`src/rtl/wp_cache_pkg.sv`:
```
package wp_cache_pkg;
  typedef enum logic [1:0] {
    ST_IDLE   = 2'd0,
    ST_FIRST  = 2'd1,
    ST_SECOND = 2'd2,
    ST_REFILL = 2'd3
  } lk_state_e;
endpackage

```
`src/rtl/wp_tag_store.sv`:
```
module wp_tag_store #(
  parameter int WAYS  = 2,
  parameter int SETS  = 16,
  parameter int TAG_W = 12,
  localparam int IDX_W = $clog2(SETS)
) (
  input  logic                        clk_i,
  input  logic                        rst_ni,
  input  logic [IDX_W-1:0]            rd_idx_i,
  input  logic                        wr_en_i,
  input  logic [$clog2(WAYS)-1:0]     wr_way_i,
  input  logic [TAG_W-1:0]            wr_tag_i,
  output logic [WAYS-1:0][TAG_W-1:0]  tag_o,
  output logic [WAYS-1:0]             valid_o
);
  for (genvar w = 0; w < WAYS; w++) begin : g_way
    logic [TAG_W-1:0] tag_q [SETS];
    logic [SETS-1:0]  vld_q;
    logic             sel;
    assign sel = wr_en_i && (wr_way_i == w);

    always_ff @(posedge clk_i or negedge rst_ni) begin
      if (!rst_ni) vld_q <= '0;
      else if (sel) vld_q[rd_idx_i] <= 1'b1;
    end

    always_ff @(posedge clk_i) begin
      if (sel) tag_q[rd_idx_i] <= wr_tag_i;
    end

    assign tag_o[w]   = tag_q[rd_idx_i];
    assign valid_o[w] = vld_q[rd_idx_i];
  end
endmodule

```
`src/rtl/wp_data_store.sv`:
```
module wp_data_store #(
  parameter int WAYS   = 2,
  parameter int SETS   = 16,
  parameter int DATA_W = 32,
  localparam int IDX_W = $clog2(SETS)
) (
  input  logic                         clk_i,
  input  logic [IDX_W-1:0]             idx_i,
  input  logic                         wr_en_i,
  input  logic [$clog2(WAYS)-1:0]      wr_way_i,
  input  logic [DATA_W-1:0]            wr_data_i,
  output logic [WAYS-1:0][DATA_W-1:0]  rd_data_o
);
  for (genvar w = 0; w < WAYS; w++) begin : g_way
    logic [DATA_W-1:0] mem_q [SETS];
    always_ff @(posedge clk_i) begin
      if (wr_en_i && (wr_way_i == w)) mem_q[idx_i] <= wr_data_i;
    end
    assign rd_data_o[w] = mem_q[idx_i];
  end
endmodule

```
`src/rtl/wp_way_pred.sv`:
```
module wp_way_pred #(
  parameter int SETS = 16,
  localparam int IDX_W = $clog2(SETS)
) (
  input  logic             clk_i,
  input  logic             rst_ni,
  input  logic [IDX_W-1:0] idx_i,
  input  logic             upd_en_i,
  input  logic             upd_way_i,
  output logic             guess_o
);
  logic [SETS-1:0] guess_q;

  always_ff @(posedge clk_i or negedge rst_ni) begin
    if (!rst_ni) guess_q <= '0;
    else if (upd_en_i) guess_q[idx_i] <= upd_way_i;
  end

  assign guess_o = guess_q[idx_i];
endmodule

```
`src/rtl/wp_cache.sv`:
```
module wp_cache
  import wp_cache_pkg::*;
#(
  parameter int ADDR_W = 16,
  parameter int DATA_W = 32,
  parameter int SETS   = 16
) (
  input  logic              clk_i,
  input  logic              rst_ni,
  input  logic              req_valid_i,
  input  logic [ADDR_W-1:0] req_addr_i,
  output logic              req_ready_o,
  output logic              rsp_valid_o,
  output logic              rsp_fast_o,
  output logic [DATA_W-1:0] rsp_data_o,
  output logic              miss_valid_o,
  output logic [ADDR_W-1:0] miss_addr_o,
  input  logic              fill_valid_i,
  input  logic [DATA_W-1:0] fill_data_i
);
  localparam int WAYS  = 2;
  localparam int IDX_W = $clog2(SETS);
  localparam int TAG_W = ADDR_W - IDX_W;

  lk_state_e state_q, state_d;
  logic [ADDR_W-1:0] addr_q;
  logic [IDX_W-1:0]  idx;
  logic [TAG_W-1:0]  tag;
  logic              guess, cmp_way, hit, fill_we, upd_en;
  logic [WAYS-1:0][TAG_W-1:0]  tags;
  logic [WAYS-1:0]             valids;
  logic [WAYS-1:0][DATA_W-1:0] words;

  assign idx = addr_q[IDX_W-1:0];
  assign tag = addr_q[ADDR_W-1:IDX_W];

  // first cycle compares the guessed way, second the other one
  assign cmp_way = (state_q == ST_SECOND) ? ~guess : guess;
  assign hit     = valids[cmp_way] && (tags[cmp_way] == tag);
  assign fill_we = (state_q == ST_REFILL) && fill_valid_i;
  assign upd_en  = ((state_q == ST_SECOND) && hit) || fill_we;

  wp_way_pred #(.SETS(SETS)) i_pred (
    .clk_i, .rst_ni, .idx_i(idx), .upd_en_i(upd_en),
    .upd_way_i(~guess), .guess_o(guess)
  );

  wp_tag_store #(.WAYS(WAYS), .SETS(SETS), .TAG_W(TAG_W)) i_tags (
    .clk_i, .rst_ni, .rd_idx_i(idx), .wr_en_i(fill_we),
    .wr_way_i(~guess), .wr_tag_i(tag), .tag_o(tags), .valid_o(valids)
  );

  wp_data_store #(.WAYS(WAYS), .SETS(SETS), .DATA_W(DATA_W)) i_data (
    .clk_i, .idx_i(idx), .wr_en_i(fill_we), .wr_way_i(~guess),
    .wr_data_i(fill_data_i), .rd_data_o(words)
  );

  always_comb begin
    state_d = state_q;
    unique case (state_q)
      ST_IDLE:   if (req_valid_i) state_d = ST_FIRST;
      ST_FIRST:  state_d = hit ? ST_IDLE : ST_SECOND;
      ST_SECOND: state_d = hit ? ST_IDLE : ST_REFILL;
      ST_REFILL: if (fill_valid_i) state_d = ST_IDLE;
      default:   state_d = ST_IDLE;
    endcase
  end

  always_ff @(posedge clk_i or negedge rst_ni) begin
    if (!rst_ni) begin
      state_q <= ST_IDLE;
      addr_q  <= '0;
    end else begin
      state_q <= state_d;
      if (state_q == ST_IDLE && req_valid_i) addr_q <= req_addr_i;
    end
  end

  assign req_ready_o  = (state_q == ST_IDLE);
  assign rsp_valid_o  = (((state_q == ST_FIRST) || (state_q == ST_SECOND)) && hit) || fill_we;
  assign rsp_fast_o   = (state_q == ST_FIRST) && hit;
  assign rsp_data_o   = (state_q == ST_REFILL) ? fill_data_i : words[cmp_way];
  assign miss_valid_o = (state_q == ST_REFILL);
  assign miss_addr_o  = addr_q;


  accept_busy_chk: assert property (@(posedge clk_i) disable iff (!rst_ni)
    (req_ready_o && req_valid_i) |=> !req_ready_o);

  fast_is_rsp_chk: assert property (@(posedge clk_i) disable iff (!rst_ni)
    rsp_fast_o |-> (rsp_valid_o && !miss_valid_o));

  miss_hold_chk: assert property (@(posedge clk_i) disable iff (!rst_ni)
    (miss_valid_o && !fill_valid_i) |=> (miss_valid_o && $stable(miss_addr_o)));

  fill_rsp_chk: assert property (@(posedge clk_i) disable iff (!rst_ni)
    (miss_valid_o && fill_valid_i) |-> (rsp_valid_o && rsp_data_o == fill_data_i)
    ##1 req_ready_o);

  idle_fill_chk: assert property (@(posedge clk_i) disable iff (!rst_ni)
    (req_ready_o && fill_valid_i) |-> !rsp_valid_o);
endmodule

```
`config.mk`:
```
export PLATFORM = sky130hd
export DESIGN_NAME = wp_cache
export DESIGN_NICKNAME = d
export VERILOG_FILES = /design/src/rtl/wp_cache_pkg.sv /design/src/rtl/wp_tag_store.sv /design/src/rtl/wp_data_store.sv /design/src/rtl/wp_way_pred.sv /design/src/rtl/wp_cache.sv
export SDC_FILE = /design/constraint.sdc
export NUM_CORES = 1
export LEC_CHECK = 0
export BUFFER_PORTS_ARGS = -buffer_cell sky130_fd_sc_hd__buf_2
export CAP_MARGIN = 20
export CORE_ASPECT_RATIO = 1.1
export CORE_MARGIN = 10
export CORE_UTILIZATION = 53
export CTS_BUF_LIST = sky130_fd_sc_hd__clkbuf_8
export CTS_CLUSTER_DIAMETER = 50
export DETAILED_ROUTE_END_ITERATION = 10
export GPL_TIMING_DRIVEN = 1
export PLACE_DENSITY = 0.69
export SLEW_MARGIN = 20
export SYNTH_ARGS = -nofsm -noshare
export SYNTH_HDL_FRONTEND = slang
export SYNTH_SLANG_ARGS = --single-unit
```
`constraint.sdc`:
```
create_clock -name clk_i -period 7.34 [get_ports clk_i]
set_input_delay 1.101 -clock clk_i [delete_from_list [all_inputs] [get_ports clk_i]]
set_output_delay 1.101 -clock clk_i [all_outputs]
set_load 0.01 [all_outputs]
```
==> metrics.yaml <==
required_ns: 6.24
p_leak_nw: 20.80
post_synth.cell_area_avg_um2: 22.36
cts_buffers: 223
syn_to_final_growth_pct: 11.39
regArea_um2: 43950
hold_buffers: 0
cts_root_buffer: "clkbuf_8"
num-nets-final: 2886
cts.sinks: 1474
ir_drop_v: 0.0003396
path_buf_inv: 2
path_cells: "nor2b_1 > a22o_1 > nor3_1 > nor2_1 > a211oi_1 > nor3_1 > and4bb_1 > buf_4 > and2_1 > a21o_1 > buf_2"
clk_latency_ns: 0.91
fp.coreArea_um2: 107500
endpoint_kind: "output port"
min_period_ns: 6.790
rows: 126
start_util: 0.5354
wl_per_cell_um: 31.57
ys_seq_elements: 1474
cp-start-kind: "flip-flop"
post-place-ws_ns: 1.524
cpLargestDelayFamily: "simple AND/OR/NAND/NOR gates"
grt_pass1_wl_um: 204200
grt_overflow: 0
wirelength_um: 139400
fin_skew_ns: 0.02807
cts_tree: "done"
first_global_vias: 29560
power_frac_comb: 0.312
power_frac_seq: 0.428
fin_crit_sh: 0.9250
r2r-end: "i_data.g_way[1].mem_q[13][14]"
final_cell_mix: "edfxtp_1 (1408), mux4_2 (411), clkbuf_8 (230)"
hp-class: "input pin to asynchronous set/reset pin"
rsz0062_at_grt: "no"
slew_violations: 0
grt_max_degree: 167
clkTransAtPathRegs_ns: 0.06
synth-edff-count: 1408
max_freq_mhz: 147.3
worstPathArrival_ns: 5.69
ys_warn_count: 0
powerDensity_nw_per_um2: 373.8
ys_types: 60
antenna_found_initial: 3
cts_resized: 0
hold_violations: 0
track_usage: 0.2307
setup-violations-final: 0
slew_headroom: 0.2341
htree_levels: 4
worstMarginPinSlew_ns: 1.149
cts.path.max_buffers: 3
switching_share: 0.3179
outcome: "finished clean"
dp_hpwl_um: 71170
crit_fanout: 42
vias: 28240
ys.flop_type: "edfxtp_1"
dieHeight_um: 365.7
die_w_um: 334.2
vias_per_cell: 6.394
fin_setup_tns_ns: 0
setup_ws_ns: 0.5502
drc: 0
reg2reg_from: "miss_addr_o[0]"
pwr-share-clk: 0.260
fillerInstances: 7568
seq_area_frac_synth: 0.7631
reg2reg_setup_slack_ns: 2.27
synthCells: 2575
worst_path_max_delay_cell: "dfrtp_4"
critPathKind: "flip-flop to output port"
portBuffers: 103
internal_power_mw: 16.35
syn_nets: 2631
ff2ff_path_depth: 7
die_area_um2: 122200
ios: 104
place_congestion: 0.8567
drive_gt1_frac: 0.3161
drv_cap: 0
final_common_cell: "edfxtp_1"
async_flop_share: 0.04478
drtAntennaViolNets: 0
crit_top_cell: "nor3_1"
multi_input_area_um2: 13110
synth.cell_area_um2: 57570
slowest_delay_ns: 1.06
drtIter0Drc: 3400
drtPass1Iterations: 5
cts_setup_buffers: 0
p_switching_mw: 7.620
-- area by class of cell --
cell class	count	area share
clock buffer	230	0.04936
timing repair buffer	172	0.01785
tap	1408	0.02747
antenna	3	0.0001171
multi-input combinational	946	0.2045
sequential	1474	0.6854
clock inverter	170	0.01461
inverter	13	0.0007609
-- synthesized netlist by cell type, types with 5 or more instances --
cell	instances	area share
a221oi_1	8	0.0012
mux2i_1	61	0.011
mux4_2	411	0.16
nor4_1	11	0.0012
buf_6	9	0.0018
a22o_1	15	0.0023
dfrtp_1	66	0.029
and2_1	6	0.00065
a21oi_1	14	0.0012
a22oi_1	31	0.0040
nand2_1	86	0.0056
and3_1	11	0.0012
mux4_1	7	0.0032
nor2_1	60	0.0039
nand3_1	12	0.0010
edfxtp_1	1408	0.73
a31oi_1	17	0.0018
buf_2	35	0.0030
buf_1	21	0.0014
o21ai_0	60	0.0052
inv_1	11	0.00072
o21ai_1	8	0.00070
mux2_2	16	0.0031
nor2b_1	9	0.00098
clkbuf_1	68	0.0044
a41o_1	13	0.0023
nor3_1	9	0.00078
buf_12	5	0.0017
or2_2	32	0.0035
-- worst register-to-register path, stage by stage, from the launching register on --
cell and delay (ns):
dfrtp_4 0.96, mux4_1 0.71, a22o_1 0.43, nor2_1 0.54
nand2_1 0.14, buf_4 0.32, nor2_4 0.82, buf_4 0.74
-- sequential cells by signal, summed over array words and instances, names as in the netlist --
| name | cells |
|---|---|
| i_data.g_way.mem_q | 1024 |
| i_pred.guess_q | 16 |
| i_tags.g_way.tag_q | 384 |
| i_tags.g_way.vld_q | 32 |
| miss_addr_o | 16 |
| state_q | 2 |
-- worst max-delay path by stage --
stage              startpoint                           end  cells after the start
2_1_floorplan  miss_addr_o[1]  i_data.g_way[1].mem_q[15][0]                      9
3_3_place_gp   miss_addr_o[0]                   rsp_valid_o                     13
3_5_place_dp   miss_addr_o[2]                   rsp_valid_o                     11
4_1_cts        miss_addr_o[2]                   rsp_valid_o                     11
5_1_grt        miss_addr_o[2]                   rsp_valid_o                     11
6_report       miss_addr_o[2]                   rsp_valid_o                     11
-- power groups by stage --
stage / clock network, mW / logic, mW / registers, mW
detailed placement: 0 / 7.53 / 10.4
global placement: 0 / 7.43 / 10.4
global route: 6.74 / 8.00 / 10.3
floorplan: 0 / 5.36 / 10.3
CTS: 6.35 / 7.54 / 10.3
finish: 6.23 / 7.47 / 10.3
-- stage by stage --
stage | hold slack [ns] | power [mW] | cell area [um2] | util | instances
3_5_place_dp | 0.4534 | 17.96 | 59960 | 0.5577 | 4011
6_report | 0.4095 | 23.97 | 64130 | 0.5964 | 4416
4_1_cts | 0.3398 | 24.15 | 64070 | 0.5959 | 4411
2_1_floorplan | 0.4337 | 15.62 | 57570 | - | 2575
3_3_place_gp | 0.4455 | 17.83 | 59960 | 0.5577 | 4011
5_1_grt | 0.3732 | 25.04 | 64120 | 0.5964 | 4415
-- metal layers --
metal  global-route usage  vias up  wire [um]
met3              0.05006      228      12390
met2               0.3732     1415      68860
met4              0.06876        2       3296
met5                    0        -         13
met1               0.3169    15100      54860
li1                     -    11490          -
-- logic make-up after synthesis --
kind of cell / after synthesis / share of synthesized area
simple gates: 251 / 0.02102
compound gates: 192 / 0.02282
xor+xnor: 4 / 0.0006087
mux: 495 / 0.1777
buf+inv: 155 / 0.01384
fa+ha+maj: 4 / 0.0008694
flops: 1474 / 0.7631
Note: power is estimated with default switching activity, not from simulation.
